`src/rtl/cfgp_pkg.sv`:
```
package cfgp_pkg;

    localparam int NUM_BANKS = 4;
    localparam int DIV_W     = 3;
    localparam int NUM_OUT   = 8;
    localparam int TYPE_W    = 2;
    localparam int FRAME_W   = NUM_BANKS * DIV_W + NUM_OUT + TYPE_W;
    localparam int SYNC_STAGES = 2;

    // Frame layout, MSB first on the wire; div[NUM_BANKS-1] is bank A.
    typedef struct packed {
        logic [NUM_BANKS-1:0][DIV_W-1:0] div;
        logic [NUM_OUT-1:0]              oe;
        logic [TYPE_W-1:0]               otype;
    } cfg_word_t;

    // One bit per bank, bank A in the top bit; 1 = PECL-style, 0 = LVDS.
    function automatic logic [NUM_BANKS-1:0] decode_type(input logic [TYPE_W-1:0] code);
        logic [NUM_BANKS-1:0] sel;
        case (code)
            2'b00: sel = '0;
            2'b11: sel = '1;
            2'b10: begin
                sel = '1;
                sel[NUM_BANKS-1] = 1'b0;
            end
            default: begin
                sel = '0;
                sel[NUM_BANKS-1] = 1'b1;
            end
        endcase
        return sel;
    endfunction

endpackage

```
`src/rtl/cfgp_sync.sv`:
```
module cfgp_sync #(
    parameter int W      = 1,
    parameter int STAGES = 2
) (
    input  logic         clk,
    input  logic         rst,
    input  logic [W-1:0] d,
    output logic [W-1:0] q
);
    logic [W-1:0] stg [STAGES];

    always_ff @(posedge clk) begin
        if (rst) stg[0] <= '0;
        else     stg[0] <= d;
    end

    for (genvar i = 1; i < STAGES; i++) begin : g_stage
        always_ff @(posedge clk) begin
            if (rst) stg[i] <= '0;
            else     stg[i] <= stg[i-1];
        end
    end

    assign q = stg[STAGES-1];
endmodule

```
`src/rtl/cfgp_shifter.sv`:
```
module cfgp_shifter
    import cfgp_pkg::*;
(
    input  logic      clk,
    input  logic      rst,
    input  logic      sclk_s,
    input  logic      din_s,
    output cfg_word_t word,
    output logic      ser_dout
);
    logic [FRAME_W-1:0] shift_q;
    logic               sclk_d;
    logic               rise, fall;

    assign rise = sclk_s & ~sclk_d;
    assign fall = ~sclk_s & sclk_d;

    always_ff @(posedge clk) begin
        if (rst) begin
            sclk_d   <= 1'b0;
            shift_q  <= '0;
            ser_dout <= 1'b0;
        end else begin
            sclk_d <= sclk_s;
            if (rise) shift_q  <= {shift_q[FRAME_W-2:0], din_s};
            if (fall) ser_dout <= shift_q[FRAME_W-1];
        end
    end

    assign word = cfg_word_t'(shift_q);

    // no serial rising edge, no shift
    p_shift_hold_r1: assert property (@(posedge clk) disable iff (rst)
        !rise |=> $stable(shift_q));
    // new bit lands at the low end
    p_shift_lsb_r1: assert property (@(posedge clk) disable iff (rst)
        rise |=> shift_q[0] == $past(din_s));
    // readback follows MSB on falling edge
    p_readback_r7: assert property (@(posedge clk) disable iff (rst)
        fall |=> ser_dout == $past(shift_q[FRAME_W-1]));
    p_dout_stable_r7: assert property (@(posedge clk) disable iff (rst)
        !fall |=> $stable(ser_dout));
endmodule

```
`src/rtl/cfgp_latch.sv`:
```
module cfgp_latch
    import cfgp_pkg::*;
(
    input  logic                       clk,
    input  logic                       rst,
    input  logic                       le_s,
    input  logic                       hw_oe,
    input  cfg_word_t                  word,
    output logic [NUM_BANKS*DIV_W-1:0] bank_div,
    output logic [NUM_OUT-1:0]         out_en,
    output logic [TYPE_W-1:0]          type_code,
    output logic [NUM_BANKS-1:0]       bank_pecl,
    output logic                       cfg_valid
);
    cfg_word_t active_q;
    logic      gate;

    always_ff @(posedge clk) begin
        if (rst) begin
            active_q  <= '0;
            cfg_valid <= 1'b0;
        end else if (le_s) begin
            active_q  <= word;
            cfg_valid <= 1'b1;
        end
    end

    assign gate      = le_s & hw_oe & cfg_valid;
    assign out_en    = active_q.oe & {NUM_OUT{gate}};
    assign bank_div  = active_q.div;
    assign type_code = active_q.otype;
    assign bank_pecl = decode_type(active_q.otype);

    // register holds while strobe low
    p_hold_r2: assert property (@(posedge clk) disable iff (rst)
        !le_s |=> $stable(active_q));
    // strobe low disables outputs
    p_le_gate_r5: assert property (@(posedge clk) disable iff (rst)
        !le_s |-> out_en == '0);
    // hardware enable overrides
    p_hw_gate_r6: assert property (@(posedge clk) disable iff (rst)
        !hw_oe |-> out_en == '0);
    // valid is sticky
    p_valid_sticky_r8: assert property (@(posedge clk) disable iff (rst)
        cfg_valid |=> cfg_valid);
    p_valid_gate_r8: assert property (@(posedge clk) disable iff (rst)
        !cfg_valid |-> out_en == '0);
endmodule

```
`src/rtl/cfg_serial_port.sv`:
```
module cfg_serial_port
    import cfgp_pkg::*;
(
    input  logic                       clk,
    input  logic                       rst,
    input  logic                       ser_clk,
    input  logic                       ser_din,
    input  logic                       load_en,
    input  logic                       hw_oe,
    output logic                       ser_dout,
    output logic [NUM_BANKS*DIV_W-1:0] bank_div,
    output logic [NUM_OUT-1:0]         out_en,
    output logic [TYPE_W-1:0]          type_code,
    output logic [NUM_BANKS-1:0]       bank_pecl,
    output logic                       cfg_valid
);
    logic [2:0] raw_in, sync_out;
    cfg_word_t  shift_word;

    assign raw_in = {ser_clk, ser_din, load_en};

    cfgp_sync #(.W(3), .STAGES(SYNC_STAGES)) u_sync (
        .clk (clk),
        .rst (rst),
        .d   (raw_in),
        .q   (sync_out)
    );

    cfgp_shifter u_shift (
        .clk      (clk),
        .rst      (rst),
        .sclk_s   (sync_out[2]),
        .din_s    (sync_out[1]),
        .word     (shift_word),
        .ser_dout (ser_dout)
    );

    cfgp_latch u_latch (
        .clk       (clk),
        .rst       (rst),
        .le_s      (sync_out[0]),
        .hw_oe     (hw_oe),
        .word      (shift_word),
        .bank_div  (bank_div),
        .out_en    (out_en),
        .type_code (type_code),
        .bank_pecl (bank_pecl),
        .cfg_valid (cfg_valid)
    );

    // reset clears outputs
    p_reset_r9: assert property (@(posedge clk)
        $past(rst) |-> (cfg_valid == 1'b0 && ser_dout == 1'b0 && bank_div == '0));
endmodule

```
`config.mk`:
```
export PLATFORM = sky130hd
export DESIGN_NAME = cfg_serial_port
export DESIGN_NICKNAME = d
export VERILOG_FILES = /design/src/rtl/cfgp_pkg.sv /design/src/rtl/cfgp_sync.sv /design/src/rtl/cfgp_shifter.sv /design/src/rtl/cfgp_latch.sv /design/src/rtl/cfg_serial_port.sv
export SDC_FILE = /design/constraint.sdc
export NUM_CORES = 1
export LEC_CHECK = 0
export BUFFER_PORTS_ARGS = -buffer_cell sky130_fd_sc_hd__buf_2
export CAP_MARGIN = 15
export CORE_MARGIN = 5
export CORE_UTILIZATION = 55
export DETAILED_ROUTE_END_ITERATION = 7
export PLACE_DENSITY = 0.85
export RECOVER_POWER = 50
export SETUP_SLACK_MARGIN = 0.5
export SYNTH_ARGS = -nofsm -noshare
export SYNTH_HDL_FRONTEND = slang
export SYNTH_SLANG_ARGS = --single-unit
```
`constraint.sdc`:
```
create_clock -name clk -period 1.55 [get_ports clk]
set_input_delay 0.155 -clock clk [delete_from_list [all_inputs] [get_ports clk]]
set_output_delay 0.155 -clock clk [all_outputs]
set_load 0.01 [all_outputs]
```
==> summary.txt <==
kind of critical path: reg2out
clock share of power: 32.9%
HP Start: ser_din
CTS clock-pin slew for the worst setup and hold paths: 0.09 ns
Post-Synth Adder-Cell Area: 0%
Peak VDD IR: 0.573 mV
vias in the first global route: 1147
total power: 2.20 mW
final wirelength: 3190 um
fraction of the mapped netlist area in compound gates: 0.238%
Initial Util: 57.1%
synth warn: 0
WL met2: 1480 um
Net Switching: 0.464 mW
crit-path leading delay family: simple AND/OR/NAND/NOR gates
CP Cell Sequence: and3_4 -> and2_1 -> buf_2
period utilization: 83.0%
post-layout util: 62.0%
Synth Area in Simple Gates: 17.4%
Post-synth EDFFs: 0
CP Buf/Inv Count: 1
post-synthesis net count: 200
Vias: 1236
Pleak: 0.872 nW
pwr dens: 963 nW/um^2
Detail Placement HPWL: 2040 um
WHS Endpoint: u_sync.stg[0][1]$_SDFF_PP0_
Worst Skew: 0.00994 ns
first-pass GRT wire length: 5090 um
CP Data Required Time: 1.39 ns
mux contribution to synthesized area: 20.9%
DRC: 0
Synth top area share: 50.4%
metal3 WL: 161 um
mean post-synth cell area: 10.9 sq um
initial antenna violation count: 0
worst hold stages: 2
P_int: 1.74 mW
post-layout min period: 1.29 ns
CTS max path bufs: 2
count of cell types in the netlist: 16
Max FO, Critical Path: 8
I/O pin cnt: 34
R2R depth: 4
vias per cell: 4.75
Die Y: 71.9 um
CTS buffer count: 5
DR top layer: met4
die span in x: 71.9 um
Largest stage delay, worst path: 0.35 ns
Die ar.: 5170 sq um
Setup TNS: 0 ns
Max Freq: 778 MHz
Diodes inserted: 0
H-tree Lvls: 2
Critical Path Source Type: flop
slowest library cell on the worst path: dfxtp_1
CTS tree: built
GRT overflow: 0
IO Port Bufs: 33
cts hold-fix bufs: 0
worst skew pair latency: 0.30 ns
dominant synthesized flop cell: dfxtp_1
area delta synth->final: 8.49%
Slew Viols, Final: 0
ys async rst share: 0%
leading area contributor after synthesis: dfxtp_1
reg-to-reg slack, setup: 0.46 ns
antenna-violating nets left: 0
combinational share of power: 4.6%
core area: 3690 sq um
row count: 22
Post-Syn Instances: 194
synth top area cells: dfxtp_1 50%, mux2i_1 21%, nand2b_1 6.8%, buf_4 6.4%, nor2_1 4.3%
sequential area share after synthesis: 50.4%
drt first pass iters: 4
Slew headroom: 42.4%
Layout fillers: 315
# Max-Cap Violations: 0
Worst EP arrival: 1.13 ns
final hold violation count: 0
gpl congestion: 0.738
Hold Path Class: in2reg
Reg power frac: 62.5%
launch point of the worst reg-to-reg path: u_sync.stg[1][0]$_SDFF_PP0_
Setup crit end kind: primary output
M1 wire length: 1490 um
Clk Tree Root Cell: clkbuf_8
clock sinks: 53
largest net degree at the start of global routing: 55
largest family of logic cells by synthesized area: multiplexers
Cell Area, Synth: 2110 sq um
drt wl/cell: 12.3 um
RSZ-0062 raised after global routing: yes
Total GRT Usage: 12.6%
switch share: 21.1%
Worst-Margin Slew: 0.864 ns
post-synthesis register bit count: 53
share of layout cells above drive strength 1: 17.9%
status: completed
top cells by count, synth: 53 x dfxtp_1, 44 x mux2i_1, 24 x nor2_1
most common cell in the synthesized netlist: dfxtp_1
Synth Area in XOR/XNOR: 0%
DR iter-0 viols: 75
RR Endpoint: u_latch.active_q[8]$_SDFFE_PP0P_
final setup fails: 0
Final nets: 217
-- power by group through the flow --
stage	sequential, mW	clock [mW]	combinational [mW]
global placement	1.41	0	0.0937
CTS	1.37	0.750	0.0971
finish	1.38	0.724	0.102
global route	1.38	0.808	0.109
detailed placement	1.41	0	0.0934
floorplan	1.41	0	0.0840
-- per-layer routing --
layer	up-vias	track usage, %
li1	641	-
met4	0	5.01
met3	6	4.71
met2	24	20.5
met1	565	15.1
met5	-	0
-- worst max-delay path by stage --
stage                                      startpoint   endpoint  depth (start not counted)
after floorplan           u_sync.stg[1][0]$_SDFF_PP0_  out_en[0]                          3
after global placement    u_sync.stg[1][0]$_SDFF_PP0_  out_en[6]                          3
after detailed placement  u_sync.stg[1][0]$_SDFF_PP0_  out_en[6]                          3
after CTS                 u_sync.stg[1][0]$_SDFF_PP0_  out_en[0]                          3
after global routing      u_sync.stg[1][0]$_SDFF_PP0_  out_en[7]                          3
final                     u_sync.stg[1][0]$_SDFF_PP0_  out_en[3]                          3
-- final cells by class --
class	count	area [sq um]	share of cell area (%)
Timing Repair Buffer	40	255	11.2
Multi-Input combinational cell	111	825	36.1
Sequential cell	53	1060	46.5
Clock inverter	2	10.0	0.438
Clock buffer	6	72.6	3.17
Tap cell	48	60.1	2.63
-- cell families (layout without fill, tap and decap cells) --
| group | count (synthesis) | count (layout) |
|---|---|---|
| buf+inv | 30 | 48 |
| compound gates | 1 | 1 |
| mux | 44 | 44 |
| simple gates | 66 | 66 |
| flops | 53 | 53 |
-- flip-flops by register name, summed over array words and instances (netlist names) --
register,count
u_latch.type_code,2
u_latch.bank_div,12
u_shift.sclk_d,1
u_shift.word,22
u_latch.active_q,8
u_latch.cfg_valid,1
u_sync.stg,6
u_shift.ser_dout,1
-- cells in the final DEF, fill, tap and decap left out, types with 2 or more instances in the layout --
| master | instances |
|---|---|
| and2_4 | 3 |
| clkbuf_1 | 17 |
| and2_1 | 5 |
| nor2_1 | 24 |
| dfxtp_1 | 51 |
| dfxtp_2 | 2 |
| buf_6 | 4 |
| clkbuf_8 | 5 |
| nor2b_1 | 7 |
| mux2i_1 | 44 |
| nand2b_1 | 23 |
| buf_4 | 2 |
| buf_2 | 14 |
| clkinv_2 | 2 |
-- worst register-to-register path, cell delays in order, from the launching register on --
cell	delay, ns
dfxtp_1	0.35
buf_4	0.15
buf_12	0.14
mux2i_1	0.24
nor2_1	0.07
-- through the flow --
stage / hold WS (ns) / cell area [sq um] / instances / setup slack (ns)
2_1_floorplan: 0.283 / 2110 / 194 / 0.577
3_3_place_gp: 0.364 / 2150 / 250 / 0.504
3_5_place_dp: 0.368 / 2150 / 250 / 0.462
4_1_cts: 0.0540 / 2270 / 259 / 0.265
5_1_grt: 0.0502 / 2290 / 260 / 0.197
6_report: 0.0642 / 2290 / 260 / 0.264
-- repair_timing --
| action | 4_1_cts | 5_1_grt |
|---|---|---|
| cloned | 0 | 1 |
| pin swaps | 5 | 3 |
| endpoints found under the setup margin | 25 | 42 |
| buffers inserted | 1 | 0 |
| resized for setup | 10 | 7 |
Note: power is estimated with default switching activity, not from simulation.
